`config.mk`:
```
export PLATFORM = sky130hd
export DESIGN_NAME = rtc_snap_frontend
export DESIGN_NICKNAME = d
export VERILOG_FILES = /design/src/rtl/rtc_snap_pkg.sv /design/src/rtl/rtc_snap_ptr.sv /design/src/rtl/rtc_snap_live.sv /design/src/rtl/rtc_snap_shadow.sv /design/src/rtl/rtc_snap_sram.sv /design/src/rtl/rtc_snap_frontend.sv
export SDC_FILE = /design/constraint.sdc
export NUM_CORES = 2
export LEC_CHECK = 0
export BUFFER_PORTS_ARGS = -buffer_cell sky130_fd_sc_hd__buf_4
export CORE_AREA = 3 3 454 456
export CTS_BUF_LIST = sky130_fd_sc_hd__clkbuf_16
export DETAILED_ROUTE_END_ITERATION = 12
export DIE_AREA = 0 0 457 459
export GPL_TIMING_DRIVEN = 0
export RECOVER_POWER = 100
export REMOVE_ABC_BUFFERS = 1
export SYNTH_ARGS = -nofsm -noshare
export SYNTH_HDL_FRONTEND = slang
export SYNTH_SLANG_ARGS = --single-unit
```
`constraint.sdc`:
```
create_clock -name clk -period 10.1 [get_ports clk]
set_input_delay 2.02 -clock clk [delete_from_list [all_inputs] [get_ports clk]]
set_output_delay 2.02 -clock clk [all_outputs]
set_load 0.01 [all_outputs]
```
`src/rtl/rtc_snap_pkg.sv`:
```
package rtc_snap_pkg;

    localparam int ADDR_W    = 8;
    localparam int TIME_LAST = 18;

    typedef logic [7:0] byte_t;

    typedef enum logic [1:0] {
        AREA_TIME = 2'd0,
        AREA_RSVD = 2'd1,
        AREA_MEM  = 2'd2
    } area_e;

    typedef struct packed {
        logic              en;
        logic [ADDR_W-1:0] addr;
        byte_t             data;
    } host_wr_t;

    typedef struct packed {
        logic  carry;
        byte_t value;
    } bcd_step_t;

    // One BCD step inside 00..59; reports when it wrapped.
    function automatic bcd_step_t bcd_step59(input byte_t b);
        bcd_step_t r;
        if (b >= 8'h59) begin
            r.carry = 1'b1;
            r.value = 8'h00;
        end else if (b[3:0] >= 4'd9) begin
            r.carry = 1'b0;
            r.value = {b[7:4] + 4'd1, 4'h0};
        end else begin
            r.carry = 1'b0;
            r.value = b + 8'd1;
        end
        return r;
    endfunction

endpackage

```
`src/rtl/rtc_snap_ptr.sv`:
```
module rtc_snap_ptr #(
    parameter int AW   = 8,
    parameter int LAST = 18
) (
    input  logic          clk,
    input  logic          rst,
    input  logic          load,
    input  logic [AW-1:0] load_val,
    input  logic          adv,
    output logic [AW-1:0] ptr,
    output logic          wrap
);
    localparam logic [AW-1:0] LAST_A = AW'(LAST);
    localparam logic [AW-1:0] TOP_A  = '1;

    always_comb wrap = adv && !load && (ptr == LAST_A || ptr == TOP_A);

    always_ff @(posedge clk) begin
        if (rst)       ptr <= '0;
        else if (load) ptr <= load_val;
        else if (adv)  ptr <= wrap ? '0 : ptr + AW'(1);
    end

    a_r2_load: assert property (@(posedge clk) disable iff (rst)
        load |=> ptr == $past(load_val));
    a_r2_step: assert property (@(posedge clk) disable iff (rst)
        (adv && !load && ptr < LAST_A) |=> ptr == $past(ptr) + AW'(1));
    a_r3_time_wrap: assert property (@(posedge clk) disable iff (rst)
        (adv && !load && ptr == LAST_A) |=> ptr == '0);
    a_r4_top_wrap: assert property (@(posedge clk) disable iff (rst)
        (adv && !load && ptr == TOP_A) |=> ptr == '0);
endmodule

```
`src/rtl/rtc_snap_live.sv`:
```
module rtc_snap_live
    import rtc_snap_pkg::*;
#(
    parameter int N = 19
) (
    input  logic                clk,
    input  logic                rst,
    input  logic                tick,
    input  host_wr_t            wr,
    output logic [N-1:0][7:0]   live
);
    logic [N-1:0][7:0] nxt;
    logic              sec_hit, min_hit;
    bcd_step_t         sec_s, min_s;

    always_comb begin
        sec_hit = wr.en && (wr.addr == ADDR_W'(0));
        min_hit = wr.en && (wr.addr == ADDR_W'(1));
        sec_s   = bcd_step59(live[0]);
        min_s   = bcd_step59(live[1]);
        nxt     = live;
        if (tick && !sec_hit) begin
            nxt[0] = sec_s.value;
            if (sec_s.carry && !min_hit) nxt[1] = min_s.value;
        end
        for (int i = 0; i < N; i++) begin
            if (wr.en && wr.addr == ADDR_W'(i)) nxt[i] = wr.data;
        end
    end

    always_ff @(posedge clk) begin
        if (rst) live <= '0;
        else     live <= nxt;
    end

    a_r12_host_wins: assert property (@(posedge clk) disable iff (rst)
        (wr.en && wr.addr == ADDR_W'(0)) |=> live[0] == $past(wr.data));
    a_r11_sec_wrap: assert property (@(posedge clk) disable iff (rst)
        (tick && !wr.en && live[0] == 8'h59) |=> live[0] == 8'h00);
    a_r8_idle_hold: assert property (@(posedge clk) disable iff (rst)
        (!tick && !wr.en) |=> $stable(live));
endmodule

```
`src/rtl/rtc_snap_shadow.sv`:
```
module rtc_snap_shadow #(
    parameter int N = 19
) (
    input  logic              clk,
    input  logic              rst,
    input  logic              snap,
    input  logic [N-1:0][7:0] live,
    output logic [N-1:0][7:0] frozen
);
    always_ff @(posedge clk) begin
        if (rst)       frozen <= '0;
        else if (snap) frozen <= live;
    end

    a_r5_capture: assert property (@(posedge clk) disable iff (rst)
        snap |=> frozen == $past(live));
    a_r7_hold: assert property (@(posedge clk) disable iff (rst)
        !snap |=> $stable(frozen));
endmodule

```
`src/rtl/rtc_snap_sram.sv`:
```
module rtc_snap_sram #(
    parameter int AW    = 8,
    parameter int BASE  = 20,
    parameter int DEPTH = 236
) (
    input  logic          clk,
    input  logic          we,
    input  logic [AW-1:0] waddr,
    input  logic [7:0]    wdata,
    input  logic          re,
    input  logic [AW-1:0] raddr,
    output logic [7:0]    rdata
);
    localparam int IW = $clog2(DEPTH);

    logic [7:0]    mem [DEPTH];
    logic [AW-1:0] woff, roff;
    logic [IW-1:0] widx, ridx;

    always_comb begin
        woff = waddr - AW'(BASE);
        roff = raddr - AW'(BASE);
        widx = IW'(woff);
        ridx = IW'(roff);
    end

    always_ff @(posedge clk) begin
        if (we) mem[widx] <= wdata;
        if (re) rdata <= mem[ridx];
    end
endmodule

```
`src/rtl/rtc_snap_frontend.sv`:
```
module rtc_snap_frontend
    import rtc_snap_pkg::*;
#(
    parameter int AW        = ADDR_W,
    parameter int TIME_TOP  = TIME_LAST
) (
    input  logic          clk,
    input  logic          rst,
    input  logic          bus_start,
    input  logic          ptr_load,
    input  logic [AW-1:0] ptr_val,
    input  logic          wr_stb,
    input  logic [7:0]    wr_byte,
    input  logic          wr_ack,
    input  logic          rd_req,
    input  logic          tick,
    output logic [7:0]    rd_data,
    output logic          rd_valid
);
    localparam int TIME_REGS = TIME_TOP + 1;
    localparam int RSVD_AT   = TIME_TOP + 1;
    localparam int MEM_BASE  = TIME_TOP + 2;
    localparam int MEM_DEPTH = (1 << AW) - MEM_BASE;

    logic [AW-1:0]              ptr;
    logic                       wrap, adv, snap;
    area_e                      area, rd_area_q;
    byte_t                      staged_q, time_q, mem_rdata, frozen_byte;
    host_wr_t                   time_wr;
    logic [TIME_REGS-1:0][7:0]  live, frozen;

    always_comb begin
        if (ptr <= AW'(TIME_TOP))     area = AREA_TIME;
        else if (ptr == AW'(RSVD_AT)) area = AREA_RSVD;
        else                          area = AREA_MEM;
        adv  = rd_req || wr_ack;
        snap = bus_start || wrap;
        time_wr.en   = wr_ack && (area == AREA_TIME);
        time_wr.addr = ADDR_W'(ptr);
        time_wr.data = staged_q;
        frozen_byte  = 8'h00;
        for (int i = 0; i < TIME_REGS; i++) begin
            if (ptr == AW'(i)) frozen_byte = frozen[i];
        end
    end

    rtc_snap_ptr #(.AW(AW), .LAST(TIME_TOP)) u_ptr (
        .clk(clk), .rst(rst), .load(ptr_load), .load_val(ptr_val),
        .adv(adv), .ptr(ptr), .wrap(wrap)
    );

    rtc_snap_live #(.N(TIME_REGS)) u_live (
        .clk(clk), .rst(rst), .tick(tick), .wr(time_wr), .live(live)
    );

    rtc_snap_shadow #(.N(TIME_REGS)) u_shadow (
        .clk(clk), .rst(rst), .snap(snap), .live(live), .frozen(frozen)
    );

    rtc_snap_sram #(.AW(AW), .BASE(MEM_BASE), .DEPTH(MEM_DEPTH)) u_sram (
        .clk(clk),
        .we(wr_ack && area == AREA_MEM), .waddr(ptr), .wdata(staged_q),
        .re(rd_req && area == AREA_MEM), .raddr(ptr), .rdata(mem_rdata)
    );

    always_ff @(posedge clk) begin
        if (rst) begin
            staged_q  <= 8'h00;
            time_q    <= 8'h00;
            rd_area_q <= AREA_RSVD;
            rd_valid  <= 1'b0;
        end else begin
            if (wr_stb) staged_q <= wr_byte;
            rd_valid <= rd_req;
            if (rd_req) begin
                rd_area_q <= area;
                time_q    <= frozen_byte;
            end
        end
    end

    always_comb begin
        case (rd_area_q)
            AREA_TIME: rd_data = time_q;
            AREA_MEM:  rd_data = mem_rdata;
            default:   rd_data = 8'h00;
        endcase
    end

    a_r13_rd_valid: assert property (@(posedge clk) disable iff (rst)
        rd_req |=> rd_valid);
    a_r10_rsvd_zero: assert property (@(posedge clk) disable iff (rst)
        (rd_req && ptr == AW'(RSVD_AT)) |=> rd_data == 8'h00);
    a_r6_wrap_snap: assert property (@(posedge clk) disable iff (rst)
        (rd_req && !ptr_load && ptr == AW'(TIME_TOP)) |=> frozen == $past(live));
    a_r7_time_read: assert property (@(posedge clk) disable iff (rst)
        (rd_req && ptr == AW'(0)) |=> rd_data == $past(frozen[0]));
endmodule

```
After elaboration in Yosys (flattened, before gate mapping)
Memories as Yosys holds them, arrays and structs flattened. A register that Yosys moved wholly into a read port is not among the register bits.
Index checks and enable logic that the tools add are counted.

word-level totals
  memories kept = 1
  bits in registers = 331
  word-level logic and storage cells = 152
  input bits = 24
  memory bits (writable) = 1,888
  output and inout bits = 9

operators by class
  reductions and logical operators = 40
  equality and inequality tests = 22
  order comparisons = 5
  muxes and demuxes = 35
  add/sub/neg operators = 6

memories
  name        words  width  rd ports  clocked after memory_dff  wr ports  line                 RTL
  u_sram.mem  236    8      1         1                         1         rtc_snap_sram.sv:16  logic [7:0] mem [DEPTH];

operator list
  kind                   number
  $mux W8                28
  $eq A8 B4 Y1 const B   8
  $eq A8 B3 Y1 const B   4
  $eq A8 B5 Y1 const B   4
  $logic_and A1 B1 Y1    26
  $add A8 B1 Y8 const B  3
  $eq A8 B2 Y1 const B   2
  $ge A8 B7 Y1 const B   2
  $mux W16               1
  $pmux W8 S2            1
  $mux W9                1
  $add A4 B1 Y4 const B  2
  $eq A8 B1 Y1 const B   1
  $eq A8 B8 Y1 const B   1
  $ge A4 B4 Y1 const B   2
  $le A8 B5 Y1 const B   1
  $logic_not A8 Y1       1
  $reduce_bool A2 Y1     4
  $sub A8 B5 Y8 const B  1
  $eq A2 B2 Y1 const B   2
  $logic_not A2 Y1       2
  $mux W2                2
  $logic_not A1 Y1       3
  $logic_or A1 B1 Y1     3
  other kinds (2)        3

Logic depth before layout (Yosys ltp)
  word-level depth = 20
  depth in mapped cells = 16
  depth with buffers taken out = 9

By module
A second synthesis with hierarchy kept.

second synthesis, totals
  cells, all modules = 4,839
  area, all modules = 88,551.2 um2

by module, submodules not included
  module             seq. area each (um2)  cells an instance  area an instance (um2)  times used
  rtc_snap_sram      56,934.6              3,305              73,595.6                1
  rtc_snap_live      3,042.9               611                6,170.9                 1
  rtc_snap_shadow    3,042.9               490                5,445.2                 1
  rtc_snap_frontend  380.4                 367                2,795.2                 1
  rtc_snap_ptr       160.2                 66                 544.3                   1

Worst setup path before layout
OpenSTA, ideal clock, no wires.

  path kind = register to register
  start point = reg staged_q[2]
  end point = reg u_live.live[106] (netlist bit)
  stages on the path, launching flop included = 5
  slack = 6,015 ps
  required time = 10,030 ps
  path buffers = 2
  arrival time = 4,014 ps
  cells stage by stage = dfxtp_1 > clkbuf_1 > clkbuf_1 > nand2_1 > a21oi_1

RTL lines
  what                    line                     RTL
  from (decl)             rtc_snap_frontend.sv:28  byte_t staged_q, time_q, mem_rdata, frozen_byte;
  from (signal assigned)  rtc_snap_frontend.sv:73  if (wr_stb) staged_q <= wr_byte;
  to (signal assigned)    rtc_snap_live.sv:33      else live <= nxt;
  to (decl)               rtc_snap_live.sv:10      output logic [N-1:0][7:0] live

Worst setup path in the final report
  start point = reg u_ptr.ptr[1]
  end point = mem u_sram.mem[205][6] (enable)

between the ends
  cells in the longest elaborated chain, start to end = 7

RTL lines
  what                                                  line                 RTL
  from (decl)                                           rtc_snap_ptr.sv:10   output logic [AW-1:0] ptr,
  from (signal assigned)                                rtc_snap_ptr.sv:20   else if (load) ptr <= load_val;
  from (signal assigned)                                rtc_snap_ptr.sv:21   else if (adv) ptr <= wrap ? '0 : ptr + AW'(1);
  branches (longest 7 deep; another with $le A8 B5 Y1)  -
  to (decl)                                             rtc_snap_sram.sv:16

Parallel ways; which one is timed is not known.

==> results.yml <==
sta:
  fmax_ghz: 0.120
  whs_ns: 0.448
  finalHoldViolations: 0
  fin_setup_tns_ns: 0
  setup_viol_count_final: 0
  rsz0062_at_grt: "false"
  fin_skew_ns: 0.0423
  min_period_over_period_pct: 82.4
  slew_viol_final: 2122
  worstMarginPinSlew_ns: 5.70
  fin_crit_ns: 8.32
  slew_headroom_pct: -280
grt:
  grt-busiest-layer: "met2"
  grt_pass1_wl_um: 330000
  gr-usage-met1_pct: 30.5
  grt_pass1_vias: 46900
  met3_usage_pct: 4.18
  use_met2_pct: 33.6
  track_usage_pct: 21.4
  grt-ovfl-total: 0
  grt_start_max_net_pins: 129
  antenna_found_initial: 2
placed_design:
  place.gp.congestion: 0.837
  hpwlAfterDp_um: 141000
  io_buffers: 32
synthesis:
  async_flop_share_pct: 0
  synth_edf_count: 1896
  synthFlopType: "edfxtp_1"
  synth_cell_types: 69
  yosysWarnings: 0
  syn_area_per_cell_um2: 17.0
  synth-seq-area-share_pct: 73.1
  synth_top_family_by_area: "multiplexers"
  synthAdderAreaFrac_pct: 0.288
  synthMuxAreaShare_pct: 13.3
  yosys.area_share.xor_xnor_pct: 0.0992
  yosys.area_share.simple_pct: 5.59
  netlist_area_mm2: 0.0870
  ys_ff_latch: 2227
  synth_compound_area_share_pct: 5.74
  syn_inst: 5125
job:
  cap_violations: 38
clock_tree:
  cts_setup_buffers: 0
  root_buffer: "clkbuf_16"
  clkLatencyLatePin_ns: 0.85
  cts_tree: "done"
  cts.clk_slew.worst_paths_ns: 0.06
  cts_made_buffers: 219
  hold_buffers: 0
  htree_num_levels: 4
  max-clock-path-buffers: 3
  cts_sinks: 2227
  cts_resized: 0
worst_setup_path:
  cp-end-kind: "flip-flop"
  cpPeakStageDelay_ns: 2.14
  crit_chain: "buf_16 -> ha_1 -> nand2_1 -> and3_1 -> a21oi_1 -> nor2b_1 -> nand3_1 -> clkbuf_1 -> nor2_1"
  required_ns: 10.49
  worstPathMaxFanout: 49
  worst-path-buf-inv: 2
  cp_slowest_cell: "dfxtp_1"
  cpLargestDelayFamily: "simple AND/OR/NAND/NOR gates"
  start_kind: "flip-flop"
  crit_type: "flip-flop to flip-flop"
  crit_arrival_ns: 8.71
finish:
  layout_common_cells: "edfxtp_1 (1896), nand2_1 (605), mux4_2 (491)"
  nets: 5170
  area_growth_pct: 12.1
  layout-drive-gt1-share_pct: 17.1
  fillCellCount: 16800
  fin_util_pct: 48.2
  layout_commonest_cell: "edfxtp_1"
die:
  pin_count: 33
  die_w_um: 457
  fp.dieH_um: 459
  fp.dieArea_mm2: 0.210
  start_util_pct: 43.1
  coreArea_mm2: 0.202
  row_count: 165
routing:
  wirelength_um: 226000
  drt-initial-drc-count: 5740
  wl_per_cell_um: 28.4
  final_antenna_net_count: 0
  drc: 0
  drt_pass1_iterations: 8
  vias: 47600
  vias_per_cell: 5.97
power:
  p_int_uw: 15000
  comb_power_share_pct: 7.2
  p_leak_uw: 0.0289
  vdd_drop_max_mv: 0.185
  p_sw_share_pct: 22.8
  p_clk_share_pct: 40.8
  p_sw_uw: 4430
  p_seq_share_pct: 52.0
  p_per_area_mw_per_mm2: 199
outcome:
  violations: "max-capacitance violations, max-slew violations"
  outcome: "finished with violations"
worst_hold_path:
  hp-class: "flip-flop to flip-flop"
[power by group through the flow]
stage                     Sequential, µW  Clock (µW)  Combinational (µW)
final                              10100        7920                1390
after CTS                          10100        8030                1420
after global placement             10600           0                1550
after detailed placement           10300           0                1420
after floorplan                    10400           0                 931
after global routing               10100        8410                1450
[cells by family after synthesis]
kind of cell,Yosys count
adder cells (fa/ha/maj),20
multiplexers,543
XOR/XNOR,9
AO/OA/AOI/OAI,784
buffers and inverters,359
AND/OR/NAND/NOR,1183
flip-flops,2227
[tightest hold or removal path, stage by stage, from the launching register on]
cell and delay (ns):
dfxtp_1 0.30, nand2_1 0.05, a21oi_1 0.05
[flip-flops by register name (all words and copies together) (netlist names)]
register,count
staged_q,8
u_live.live,152
u_sram.mem,1888
time_q,8
u_ptr.ptr,8
u_sram.rdata,8
rd_valid,1
rd_area_q,2
u_shadow.frozen,152
[final cells by class]
type / instances / area [µm²] / share of cell area (%)
Sequential cell: 2227 / 63600 / 65.2
Multi-Input combinational cell: 2539 / 21900 / 22.4
Clock buffer: 223 / 5580 / 5.72
Tap cell: 2672 / 3340 / 3.43
Timing Repair Buffer: 124 / 1700 / 1.75
Clock inverter: 182 / 1390 / 1.43
Inverter: 15 / 56.3 / 0.0577
Antenna cell: 4 / 10.0 / 0.0103
[worst paths after layout]
path | startpoint | end | slack, ns | depth (start not counted)
worst min register to register | u_shadow.frozen[61] | u_shadow.frozen[61] | 0.45 | 2
worst min-delay path | u_shadow.frozen[61] | u_shadow.frozen[61] | 0.45 | 2
worst max-delay path | u_ptr.ptr[1] | u_sram.mem[205][6] | 1.78 | 9
worst max register to register | u_ptr.ptr[1] | u_sram.mem[205][6] | 1.78 | 9
[layer usage]
layer / up-vias / wire (µm)
met5: - / 0
met4: 0 / 6250
met3: 332 / 18400
met2: 2035 / 107000
met1: 25000 / 94600
li1: 20300 / -
[metrics by stage]
step	area, µm²	total power [µW]	cells	worst slack, ns
final	97500	19400	7986	1.78
after global routing	97500	20000	7982	1.54
after CTS	98400	19500	7981	3.31
after detailed placement	91400	11700	7576	3.33
after global placement	89000	12100	7485	-30.48
after floorplan	85400	11300	4781	-16.19
[cells in the mapped netlist, types with 20 or more instances]
| library cell | instances | area [µm²] |
|---|---|---|
| nand2_1 | 605 | 2270 |
| clkbuf_1 | 207 | 777 |
| dfxtp_1 | 331 | 6630 |
| o22ai_1 | 37 | 231 |
| buf_4 | 31 | 233 |
| a221oi_1 | 84 | 736 |
| buf_2 | 72 | 360 |
| nor2_1 | 375 | 1410 |
| mux4_2 | 491 | 11100 |
| ha_1 | 20 | 250 |
| nand3_1 | 66 | 330 |
| edfxtp_1 | 1896 | 56900 |
| nor3_1 | 48 | 240 |
| mux2i_1 | 51 | 510 |
| o21ai_0 | 96 | 480 |
| a21oi_1 | 336 | 1680 |
| a22oi_1 | 52 | 390 |
| a22o_1 | 70 | 613 |
No activity file was read; power rests on OpenSTA's default activity.
